`src/rtl/align_grs_adder.sv`:
```
module align_grs_adder #(
  parameter int SIG_W = 24,
  parameter int SH_W  = 8
) (
  input  logic             clk,
  input  logic             rst_n,
  input  logic             in_valid,
  input  logic             x_sign,
  input  logic             y_sign,
  input  logic             op_sub,
  input  logic [SIG_W-1:0] x_sig,
  input  logic [SIG_W-1:0] y_sig,
  input  logic [SH_W-1:0]  shamt,
  output logic             o_valid,
  output logic             o_sign,
  output logic [SIG_W-1:0] o_sig,
  output logic             o_rnd,
  output logic             o_stk,
  output logic [1:0]       o_shift
);
  localparam int EW = SIG_W + 2;
  localparam int XW = SIG_W + 3;
  localparam int AW = SIG_W + 4;
  localparam logic [1:0] SH_NONE  = 2'b00;
  localparam logic [1:0] SH_LEFT  = 2'b01;
  localparam logic [1:0] SH_RIGHT = 2'b10;

  logic          eff_sub;
  logic [EW-1:0] y_ext, y_shr;
  logic          y_stk;
  logic [XW-1:0] minu, aligned;
  logic [AW-1:0] raw, mag;
  logic          neg;
  logic [SIG_W-1:0] n_sig;
  logic          n_rnd, n_stk;
  logic [1:0]    n_shift;

  assign eff_sub = x_sign ^ y_sign ^ op_sub;
  assign y_ext   = {y_sig, 2'b00};

  always_comb begin
    int sh_i;
    sh_i  = int'(shamt);
    y_stk = 1'b0;
    for (int i = 0; i < EW; i++)
      if (i < sh_i) y_stk = y_stk | y_ext[i];
    y_shr = (sh_i >= EW) ? '0 : (y_ext >> sh_i);
  end

  assign minu    = {x_sig, 3'b000};
  assign aligned = {y_shr, y_stk};
  assign raw     = eff_sub ? ({1'b0, minu} - {1'b0, aligned})
                           : ({1'b0, minu} + {1'b0, aligned});
  assign neg     = eff_sub & raw[AW-1];
  assign mag     = neg ? (~raw + AW'(1)) : raw;

  always_comb begin
    if (!eff_sub && mag[AW-1]) begin
      n_shift = SH_RIGHT;
      n_sig   = mag[AW-1:4];
      n_rnd   = mag[3];
      n_stk   = |mag[2:0];
    end else if (mag[AW-2]) begin
      n_shift = SH_NONE;
      n_sig   = mag[AW-2:3];
      n_rnd   = mag[2];
      n_stk   = |mag[1:0];
    end else begin
      n_shift = SH_LEFT;
      n_sig   = mag[AW-3:2];
      n_rnd   = mag[1];
      n_stk   = mag[0];
    end
  end

  always_ff @(posedge clk) begin
    if (!rst_n) begin
      o_valid <= 1'b0;
      o_sign  <= 1'b0;
      o_sig   <= '0;
      o_rnd   <= 1'b0;
      o_stk   <= 1'b0;
      o_shift <= SH_NONE;
    end else begin
      o_valid <= in_valid;
      if (in_valid) begin
        o_sign  <= x_sign ^ neg;
        o_sig   <= n_sig;
        o_rnd   <= n_rnd;
        o_stk   <= n_stk;
        o_shift <= n_shift;
      end
    end
  end

  AST_VALID_RISE: assert property (@(posedge clk) disable iff (!rst_n) in_valid |=> o_valid);
  AST_VALID_IDLE: assert property (@(posedge clk) disable iff (!rst_n) !in_valid |=> !o_valid);
  AST_HOLD_SIG: assert property (@(posedge clk) disable iff (!rst_n) !in_valid |=> $stable(o_sig) && $stable(o_shift));
  AST_ADD_NO_LEFT: assert property (@(posedge clk) disable iff (!rst_n) (in_valid && !eff_sub && x_sig[SIG_W-1]) |=> o_shift != SH_LEFT);
  AST_SUB_NO_RIGHT: assert property (@(posedge clk) disable iff (!rst_n) (in_valid && eff_sub) |=> o_shift != SH_RIGHT);
  AST_FAR_SUB_NORM: assert property (@(posedge clk) disable iff (!rst_n) (in_valid && eff_sub && x_sig[SIG_W-1] && shamt >= SH_W'(2)) |=> o_sig[SIG_W-1]);
  AST_SIGN_KEEP: assert property (@(posedge clk) disable iff (!rst_n) (in_valid && shamt != '0 && x_sig[SIG_W-1]) |=> o_sign == $past(x_sign));
endmodule

```
`config.mk`:
```
export PLATFORM = sky130hd
export DESIGN_NAME = align_grs_adder
export DESIGN_NICKNAME = d
export VERILOG_FILES = /design/src/rtl/align_grs_adder.sv
export SDC_FILE = /design/constraint.sdc
export NUM_CORES = 1
export LEC_CHECK = 0
export ABC_CLOCK_PERIOD_IN_PS = 6200
export BUFFER_PORTS_ARGS = -buffer_cell sky130_fd_sc_hd__buf_2
export CORE_UTILIZATION = 30
export CTS_CLUSTER_DIAMETER = 80
export DETAILED_ROUTE_END_ITERATION = 7
export PLACE_DENSITY = 0.48
export SYNTH_ARGS = -nofsm -noshare
export SYNTH_HDL_FRONTEND = slang
export SYNTH_SLANG_ARGS = --single-unit
```
`constraint.sdc`:
```
create_clock -name clk -period 6.2 [get_ports clk]
set_clock_uncertainty 0.15 [all_clocks]
set_input_delay 0.31 -clock clk [delete_from_list [all_inputs] [get_ports clk]]
set_output_delay 0.31 -clock clk [all_outputs]
set_load 0.01 [all_outputs]
```
; ---- Word level (Yosys, flattened, before mapping)
; Index checks and enable logic that the tools add are counted.
[totals]
register_bits = 30
inputBits = 62
[op_classes]
order_cmp = 25
n_reduce_logical = 4
add_sub_neg = 3
bitwise_logic = 28
n_mux = 35
shifts = 1
[op_table]
columns = cell, count
row1 = $lt 5x8->1 const A, 10
row2 = $lt 4x8->1 const A, 8
row3 = $mux 28, 2
row4 = $mux 24, 2
row5 = $lt 3x8->1 const A, 4
row6 = $mux 1, 29
row7 = $add 27x27->28, 1
row8 = $add 28x1->28 const B, 1
row9 = $not 28->28, 1
row10 = $sub 27x27->28, 1
row11 = $mux 26, 1
row12 = $shr 26x8->26, 1
row13 = $or 1x1->1, 23
row14 = $lt 2x8->1 const A, 2
row15 = $ge 8x5->1 const B, 1
row16 = $reduce_or 3->1, 1
row17 = $xor 1x1->1, 3
row18 = $mux 2, 1
row19 = $reduce_or 2->1, 1
row20 = $and 1x1->1, 1
row21 = $logic_and 1x1->1, 1
row22 = $logic_not 1->1, 1

; ---- Depth between registers and ports, before layout
; Gate-level depths: netlist of run 1.
[logic_depth]
word_depth = 56
ltp_mapped = 29

; ---- Least setup slack after synthesis of run 1
; OpenSTA, ideal clock, no wires.
[synth_path]
path_type = input-to-reg
start = input port shamt[1]
end = register o_sig[5]
n_path_buf = 6
slack_ps = -304
t_required_ps = 5933
arrival_time_ps = 6236
cell_stages = 28
path_cell_list = buf_2 -> buf_2 -> clkbuf_1 -> clkbuf_1 -> a211oi_1 -> a21oi_1 -> nand2_1 -> o21ai_0 -> a21oi_1 -> a21o_1 -> inv_1 -> ha_1 -> inv_1 -> fa_1 -> o21ba_2 -> or4_1 -> and3_1 -> a21oi_1 -> o22ai_1 -> nor3_1 -> or4b_1 -> buf_2 -> nor4_4 -> a41oi_4 -> xor2_2 -> clkbuf_1 -> nand2_1 -> a32o_1
[synth_via]
elab_chain_len = 55
elab_cells_between_ends = 84
cone_classes = add/sub: 3 / order compare: 25 / shift: 1 / mux: 29 / bitwise: 25 / reduce/logical: 1
[synth_lines]
columns = element, line_no
row1 = "start, declared", 13  ; input logic [SH_W-1:0] shamt,
row2 = $lt 2x8->1, 46  ; if (i < sh_i) y_stk = y_stk | y_ext[i];
row3 = $mux 1, 46
row4 = $or 1x1->1, 46
row5 = $mux 1, 46
row6 = $or 1x1->1, 46
row7 = $mux 1, 46
row8 = $or 1x1->1, 46
row9 = $mux 1, 46
row10 = [39 not listed], -
row11 = $mux 1, 46
row12 = $add 27x27->28 or $sub 27x27->28 (tied branches), "53, 52"
row13 = $mux 28 *, 52  ; assign raw = eff_sub ? ({1'b0, minu} - {1'b0, aligned})
row14 = $not 28->28, 55  ; assign mag = neg ? (~raw + AW'(1)) : raw;
row15 = $add 28x1->28, 55
row16 = $mux 28 *, 55
row17 = $mux 24 or $logic_and 1x1->1 (tied branches), "63, 58"
row18 = $mux 24 *, 58  ; if (!eff_sub && mag[AW-1]) begin
row19 = "end signal, assigned", 88  ; o_sig <= n_sig;
row20 = "end, declared", 16  ; output logic [SIG_W-1:0] o_sig,
; Every way passes the cells marked *; elsewhere a longest branch is shown, timed or not.
; A chain may end at the register's enable or synchronous reset.

; ---- Worst setup path after layout of run 1
[layout_path]
start = input port shamt[1]
end = register o_sig[20]
; The elaborated chain is that of the path after synthesis.

==> results of run 1 <==
==> through the flow <==
step	TNS (ns)	worst slack, ns	hold WS [ns]
after floorplan	0	0.0120	0.308
after global placement	-4.01	-0.209	0.303
after detailed placement	-4.85	-0.250	0.306
after CTS	0	0.0165	0.215
after global routing	-0.00660	-0.00660	0.237
final	0	0.264	0.212
==> kinds of logic (layout without fill, tap and decap cells) <==
group                    Yosys count  count (layout)  share of synthesized area
AND/OR/NAND/NOR                  386             386                      0.272
AO/OA/AOI/OAI                    352             352                      0.334
buffers and inverters            122             343                     0.0662
multiplexers                      54              54                     0.0967
adder cells (fa/ha/maj)           51              51                     0.0896
XOR/XNOR                          46              46                     0.0580
flip-flops                        30              30                     0.0833
==> tightest hold or removal path, stage by stage <==
cell,delay (ns)
buf_2,0.11
xnor2_1,0.11
a211oi_1,0.06
==> sequential cells by signal (all words and copies together), names as in the netlist <==
register,count
o_sig,24
o_rnd,1
o_sign,1
o_shift,2
o_stk,1
o_valid,1
==> placed cells by master, fill, tap and decap left out, types with 14 or more instances in the layout <==
| cell type | synthesis | layout |
|---|---|---|
| buf_4 | 0 | 189 |
| nor2_1 | 96 | 96 |
| buf_2 | 9 | 90 |
| nand2_1 | 88 | 88 |
| a21oi_1 | 83 | 80 |
| o21ai_0 | 57 | 54 |
| inv_1 | 50 | 50 |
| ha_1 | 50 | 50 |
| nand3_1 | 40 | 40 |
| nor3_1 | 37 | 37 |
| dfxtp_1 | 30 | 30 |
| mux2i_1 | 28 | 28 |
| o22ai_1 | 26 | 24 |
| xnor2_1 | 25 | 24 |
| nand4_1 | 20 | 20 |
| xor2_1 | 19 | 18 |
| nand2b_1 | 17 | 17 |
| a211oi_1 | 16 | 15 |
| a31oi_1 | 16 | 14 |
| o21a_1 | 14 | 14 |
==> report_power, final <==
part           leakage (uW)  internal, uW  switching (uW)
combinational       0.00388           409             474
sequential         0.000248           225            16.0
clock             0.0000739           159            87.6
==> how the worst max path moves through the flow <==
stage | end | startpoint | slack, ns
after floorplan | o_sig[0] | shamt[1] | 0.01
after global placement | o_sig[1] | shamt[0] | -0.21
after detailed placement | o_sig[2] | shamt[0] | -0.25
after CTS | o_sig[2] | shamt[0] | 0.02
after global routing | o_sig[2] | shamt[1] | -0.007
final | o_sig[20] | shamt[1] | 0.26
==> layout make-up <==
type | instances | area (um^2)
repair buffers | 285 | 1980
clock inverters | 1 | 5.00
clock buffers | 7 | 143
multi-input cells | 889 | 6250
inverters | 50 | 188
flip-flops and latches | 30 | 601
well taps | 319 | 399
fillers | 2540 | 14000
==> Yosys cell counts (26+ instances only) <==
cell type	number
nor2_1	96
nand2_1	88
a21oi_1	83
o21ai_0	57
clkbuf_1	54
ha_1	50
inv_1	50
nand3_1	40
nor3_1	37
dfxtp_1	30
mux2i_1	28
o22ai_1	26
==> layer usage <==
layer | vias to the layer above | share of wire | track usage
met5 | - | 0 | 0
met4 | 0 | 0.019 | 0.0434
met3 | 32 | 0.048 | 0.0226
met2 | 280 | 0.44 | 0.371
met1 | 4164 | 0.49 | 0.334
li1 | 4365 | - | -
==> flow_summary.ini, run 1 <==
[logic_synthesis]
synth_edf_count = 0
synth_area_leaders = ha_1, dfxtp_1, a21oi_1, nor2_1, nand2_1
synth_area_mm2 = 0.00721
synth_nets = 1154
ys_ff_latch = 30
synthFlopType = dfxtp_1
syn_avg_cell_area_um2 = 6.92
yosys.area.top_type = ha_1
netlist_instances = 1041
ys_seq_area_frac = 0.0833
yosys.cell_types.count = 83
async_flop_share = 0
synth_top_area_share = 0.0868
synth_warnings = 0

[route]
first_iter_violations = 639
first_pass_iters = 5
vias_per_cell = 5.59
wl_per_cell_um = 18.1
drc = 0
postRouteAntennaNets = 0
wl_um = 28700
vias = 8841

[min_path]
worstHoldPathCells = 3
hold_path.class = primary input to flop
holdPathEnd = o_sign
worst_hold_startpoint = x_sign

[cells_and_area]
fin_util = 0.406
drive_gt1_frac = 0.289
fin_area_mm2 = 0.00956
insertedDiodeCount = 0
area.growth.synth_to_final_pct = 32.7
final_cells = 1581
nets = 1374

[timing]
finalMaxSlewViolations = 0
finalCriticalPeriod_ns = 5.94
hold_viol = 0
relSlewSlack = 0.465
min_period_over_period = 0.957
worst_pin_slew_ns = 0.801
finalSetupViolCount = 0
fmax_mhz = 168

[grt]
grt_usage = 0.232
grt_max_degree = 35
grt_pass1_wl_um = 45000
grt_overflow = 0
grt_pass1_vias = 8112
antenna_found_initial = 0

[placement]
dpl-instance-area_mm2 = 0.00934
globalplace.congestion = 0.932
dp.cells = 1573
port_buffers = 91
dpl.hpwl_um = 23600

[cts]
cts.sink_count = 30
cts_resized = 0
cts_tree = done
cts_setup_buffers = 0
clock_latency_ns = 0.28
cts_made_buffers = 5
clockRootBuffer = clkbuf_16
htreeDepth = 2
clock_path_buffers = 2
cts_hold_buffers = 0
cts.clk_slew.worst_paths_ns = 0.05

[setup_path]
critPathMaxStageDelay_ns = 0.66
critical-path-top-delay-family = simple AND/OR/NAND/NOR gates
worst_setup_path_end_kind = flop
worst_r2r_path_depth = 2
worstSetupStartpointType = primary input
r2r-end = o_sig[15]
rr_startpoint = o_sig[15]
r2r_slack_ns = 5.17
critPathRequiredTime_ns = 6.23
critPathMaxFanout = 21
cp_common_cell = buf_4
path_depth = 27
crit_arrival_ns = 5.97
critPathKind = primary input to flop
critPathSlowestCell = or4b_2
worst-path-buf-inv = 8

[pwr]
fin_total_pwr_uw = 1370
leakagePower_uw = 0.00420
peakVddDrop_mv = 0.122
power_density_mw_per_mm2 = 143

[floorplan]
start_util = 0.306
num_rows = 56
ios = 92
dieArea_mm2 = 0.0246
die_x_um = 157
core-area_mm2 = 0.0235
die_height_um = 157

[run_status]
status = completed

[flow_run]
cap_viol_max_count = 0
No activity file was read; power rests on OpenSTA's default activity.
==> inputs of run 2 (changes only) <==
- GPL_TIMING_DRIVEN: not set -> 1
- PLACE_DENSITY: 0.48 -> not set
- PLACE_DENSITY_LB_ADDON: not set -> 0.05
==> run 2 against run 1 <==
  * Sequential power hardly changed
  * Hold slack better by 0.0017 ns
  * Global-route usage is 1.7 points higher
  * Critical endpoint is now o_sig[17]
  * Clock power is 7% lower
  * Final area is 3.8% higher
  * Core utilization is 1.5 points higher
  * First-iteration DRC count is 23% higher
  * Routed wire length is 6.4% higher
  * Cell count is 2.4% higher
==> flow_summary.ini, run 2 (synthesis results as in run 1) <==
[cells_and_area]
nets = 1413
final_cell_mix = buf_4, nor2_1, buf_2, nand2_1, a21oi_1
layout_commonest_cell = buf_4
n_fill_cell = 2565
top_regs = o_sig: 24 flops, o_shift: 2 flops
insertedDiodeCount = 0
area.growth.synth_to_final_pct = 37.7
largest_reg_flops = 24
fin_area_mm2 = 0.00992
drive_gt1_frac = 0.316
regMostFlops = o_sig

[route]
drc = 0
vias = 8981
met2_length_um = 13500
first_pass_iters = 5
wl_per_cell_um = 18.9
wl_met3_um = 1610
wl_met1_um = 15100
postRouteAntennaNets = 0
highest_layer = met4
vias_per_cell = 5.55
first_iter_violations = 789
wl_um = 30500

[cts]
clock_path_buffers = 2
clockRootBuffer = clkbuf_16
cts_hold_buffers = 0
cts_made_buffers = 5
clock_latency_ns = 0.27
cts.clk_slew.worst_paths_ns = 0.05
htreeDepth = 2
cts_tree = done
cts.sink_count = 30

[setup_path]
r2r-end = o_sig[15]
worst_setup_path_end_kind = flop
r2r_slack_ns = 5.17
startpoint = shamt[0]
critPathKind = primary input to flop
critPathRequiredTime_ns = 6.24
path_depth = 25
worstSetupStartpointType = primary input
critPathMaxStageDelay_ns = 0.70
worst_r2r_path_depth = 2
endpoint = o_sig[17]
crit_arrival_ns = 5.91
critPathMaxFanout = 22
critPathSlowestCell = or4b_2
rr_startpoint = o_sig[15]
critical-path-top-delay-family = simple AND/OR/NAND/NOR gates
worst-path-buf-inv = 6
cp_common_cell = buf_4

[pwr]
fin_total_pwr_uw = 1390
leakagePower_uw = 0.00441
peakVddDrop_mv = 0.111
power_density_mw_per_mm2 = 140

[timing]
finalCriticalPeriod_ns = 5.87
setup_ws_ns = 0.333
finalSetupViolCount = 0
worst_pin_slew_ns = 0.768
min_period_over_period = 0.946
relSlewSlack = 0.487
fmax_mhz = 170
hold_viol = 0
finalMaxSlewViolations = 0

[floorplan]
dieArea_mm2 = 0.0246
core-area_mm2 = 0.0235
start_util = 0.306
num_rows = 56
die_x_um = 157
ios = 92
die_height_um = 157

[placement]
dpl.hpwl_um = 25500
dpl-instance-area_mm2 = 0.00966
port_buffers = 91
dp_slack_ns = -0.278
globalplace.congestion = 0.926

[grt]
grt_overflow = 0
antenna_found_initial = 0
grt_pass1_vias = 8361
grt_usage = 0.249
grt_pass1_wl_um = 47700
grt_max_degree = 35

[min_path]
hold_path.class = primary input to flop

[flow_run]
cap_viol_max_count = 0

[run_status]
status = completed
-- run 2: layout make-up --
type,count,area (um^2),area share
well taps,319,399,0.0402
clock buffers,7,133,0.0134
repair buffers,324,2300,0.232
flip-flops and latches,30,601,0.0605
multi-input cells,889,6300,0.635
inverters,50,188,0.0189
-- run 2: worst min-delay path by stage --
stage | slack (ns) | startpoint | to | depth (start not counted)
floorplan | 0.31 | in_valid | o_valid | 2
global placement | 0.30 | o_shift[1] | o_shift[1] | 2
detailed placement | 0.30 | o_shift[1] | o_shift[1] | 2
CTS | 0.22 | x_sign | o_sign | 3
global route | 0.23 | x_sign | o_sign | 3
finish | 0.21 | x_sign | o_sign | 3
-- run 2: worst reg2reg max path, stage by stage (launching register included) --
cell       delay [ns]
dfxtp_1          0.31
o2bb2ai_1        0.11
a221o_1          0.35
-- run 2: through the flow --
| stage | utilization | hold WS [ns] | instances | setup TNS [ns] |
|---|---|---|---|---|
| 2_1_floorplan | - | 0.308 | 1041 | 0 |
| 3_3_place_gp | 0.410 | 0.299 | 1610 | -2.48 |
| 3_5_place_dp | 0.410 | 0.305 | 1610 | -4.11 |
| 4_1_cts | 0.416 | 0.220 | 1617 | 0 |
| 5_1_grt | 0.421 | 0.233 | 1619 | -0.0208 |
| 6_report | 0.421 | 0.214 | 1619 | 0 |
-- run 2: per-layer routing --
layer | track usage | vias to the layer above
met2 | 0.390 | 271
met4 | 0.0289 | 0
met3 | 0.0231 | 20
li1 | - | 4455
met5 | 0 | -
met1 | 0.374 | 4235
-- run 2: timing repair --
item	4_1_cts	5_1_grt
gates resized for setup	1	25
pin swaps	0	4
setup endpoints to repair	2	27
buffers inserted	0	2
-- run 2: power by group --
group	switching [uW]	internal, uW	total, uW
Sequential	15.9	226	241
Combinational	486	431	917
Clock	82.7	147	229
==> inputs of run 3 (changes only) <==
- ABC_AREA: not set -> 1
==> run 3 against run 2 <==
  * Power down 12%
  * Die area up 1.4%
  * Clock power increased by 9.6%
  * Final area is 17% lower
  * Area after synthesis up 1.4%
==> flow_summary.ini, run 3 <==
[logic_synthesis]
async_flop_share = 0
yosysMostFrequentCell = nand2_1
yosys.cell_types.count = 53
netlist_instances = 1378
synth_top_area_share = 0.226
synth_edf_count = 0
synth_area_leaders = nand2_1, nand3_1, ha_1, dfxtp_1, inv_1
synth_nets = 1491
yosys.area.top_type = nand2_1
syn_avg_cell_area_um2 = 5.30
synth_warnings = 0
synth_common_cells = nand2_1, nand3_1, inv_1
ys_ff_latch = 30
synthFlopType = dfxtp_1
synth_area_mm2 = 0.00731
ys_seq_area_frac = 0.0822

[timing]
finalCriticalPeriod_ns = 5.46
worst_pin_slew_ns = 0.836
fin_setup_tns_ns = 0
holdWs_ns = 0.219
finalMaxSlewViolations = 0
min_period_over_period = 0.881
fmax_mhz = 183
relSlewSlack = 0.439
rsz0062_at_grt = false
finalSetupViolCount = 0
hold_viol = 0

[cells_and_area]
insertedDiodeCount = 0
top_regs = o_sig: 24 flops, o_shift: 2 flops
nets = 1554
area.growth.synth_to_final_pct = 12.3
final_cells = 1761
regMostFlops = o_sig
largest_reg_flops = 24
final_cell_mix = nand2_1, nand3_1, inv_1, nor2_1, buf_2
layout_commonest_cell = nand2_1
drive_gt1_frac = 0.133

[cts]
clockRootBuffer = clkbuf_16
cts_made_buffers = 5
htreeDepth = 2
cts_tree = done
clock_latency_ns = 0.28
cts_setup_buffers = 0
clock_path_buffers = 2
cts_hold_buffers = 0
cts.sink_count = 30
cts.clk_slew.worst_paths_ns = 0.05
cts_resized = 0

[setup_path]
critPathRequiredTime_ns = 6.22
rr_startpoint = o_sig[11]
worst_setup_path_end_kind = flop
cp_common_cell = nand2_1
critPathKind = primary input to flop
critPathSlowestCell = fa_1
critPathMaxFanout = 26
worst_r2r_path_depth = 4
crit_arrival_ns = 5.48
critPathMaxStageDelay_ns = 0.39
startpoint = shamt[0]
worstSetupStartpointType = primary input

[grt]
grt_max_degree = 48
antenna_found_initial = 0
grt_usage = 0.238
grt_pass1_vias = 8415
grt_overflow = 0
grt_pass1_wl_um = 46500

[flow_run]
cap_viol_max_count = 0

[route]
vias_per_cell = 5.14
drc = 0
postRouteAntennaNets = 0
wl_per_cell_um = 16.6
first_iter_violations = 712
wl_um = 29300
first_pass_iters = 5
vias = 9045

[pwr]
p_sw_frac = 0.495
leakagePower_uw = 0.00422
fin_total_pwr_uw = 1220
power_density_mw_per_mm2 = 149
pwr-share-seq = 0.196
clock_power_share = 0.205
switchingPower_uw = 604
power_frac_comb = 0.599
internal_power_uw = 617
peakVddDrop_mv = 0.117

[min_path]
worstHoldPathCells = 3
hold_path.class = primary input to flop
worst_hold_startpoint = x_sign

[placement]
globalplace.congestion = 0.933
dpl.hpwl_um = 24300
dp.cells = 1753
port_buffers = 91

[floorplan]
start_util = 0.308
ios = 92
core-area_mm2 = 0.0237
dieArea_mm2 = 0.0250
num_rows = 56
die_x_um = 158
die_height_um = 158

[run_status]
status = completed
==> run 3: changes by cell type in the layout (fill, tap and decap cells not counted), sizes merged, moves of 23 or more <==
cell	before	now
nand2	88	459
buf	324	117
nand3	40	211
inv	50	164
nor2	96	130
mux2i	28	0
nor3	38	14
o21ai	59	82
o22ai	26	3
==> run 3: final timing paths <==
path / to / slack (ns)
max: o_sig[0] / 0.74
min: o_sign / 0.22
max reg2reg: o_sig[11] / 5.32
min reg2reg: o_shift[1] / 0.32
==> run 3: cell type report <==
cell class / count / area [um^2]
Clock buffer: 7 / 143
Clock inverter: 1 / 5.00
Tap cell: 319 / 399
Multi-Input combinational cell: 1120 / 5750
Fill cell: 2890 / 15500
Sequential cell: 30 / 601
Inverter: 167 / 639
Timing Repair Buffer: 117 / 676
==> run 3: per-stage QoR <==
step           utilization  instance area, um^2  worst slack (ns)
6_report             0.347                 8210             0.736
5_1_grt              0.347                 8210             0.176
3_5_place_dp         0.340                 8060             0.544
3_3_place_gp         0.340                 8060             0.518
2_1_floorplan            -                 7310              1.56
4_1_cts              0.347                 8210             0.830
==> run 3: worst max-delay path, delay by kind of cell <==
family | cells | cell delay (ns)
AO/OA/AOI/OAI | 9 | 1.80
adder cells (fa/ha/maj) | 2 | 0.66
buffers and inverters | 5 | 0.92
AND/OR/NAND/NOR | 16 | 1.76
==> run 3: logic make-up (layout without fill, tap and decap cells) <==
group / after synthesis / count (layout) / share of synthesized area
AND/OR/NAND/NOR: 833 / 833 / 0.497
buffers and inverters: 228 / 292 / 0.133
AO/OA/AOI/OAI: 211 / 211 / 0.170
adder cells (fa/ha/maj): 51 / 51 / 0.0884
flip-flops: 30 / 30 / 0.0822
XOR/XNOR: 25 / 25 / 0.0300
==> run 3: power groups by stage <==
stage | combinational (uW) | clock (uW) | sequential [uW]
2_1_floorplan | 500 | 0 | 256
3_3_place_gp | 733 | 0 | 243
3_5_place_dp | 730 | 0 | 244
4_1_cts | 733 | 257 | 240
5_1_grt | 826 | 266 | 243
6_report | 731 | 251 | 239
==> run 3: per-layer routing <==
metal | vias up | track usage | routed length, um
met5 | - | 0 | 0
met2 | 270 | 0.369 | 12400
met3 | 21 | 0.0307 | 1630
li1 | 4623 | - | -
met4 | 0 | 0.0275 | 239
met1 | 4131 | 0.356 | 14900
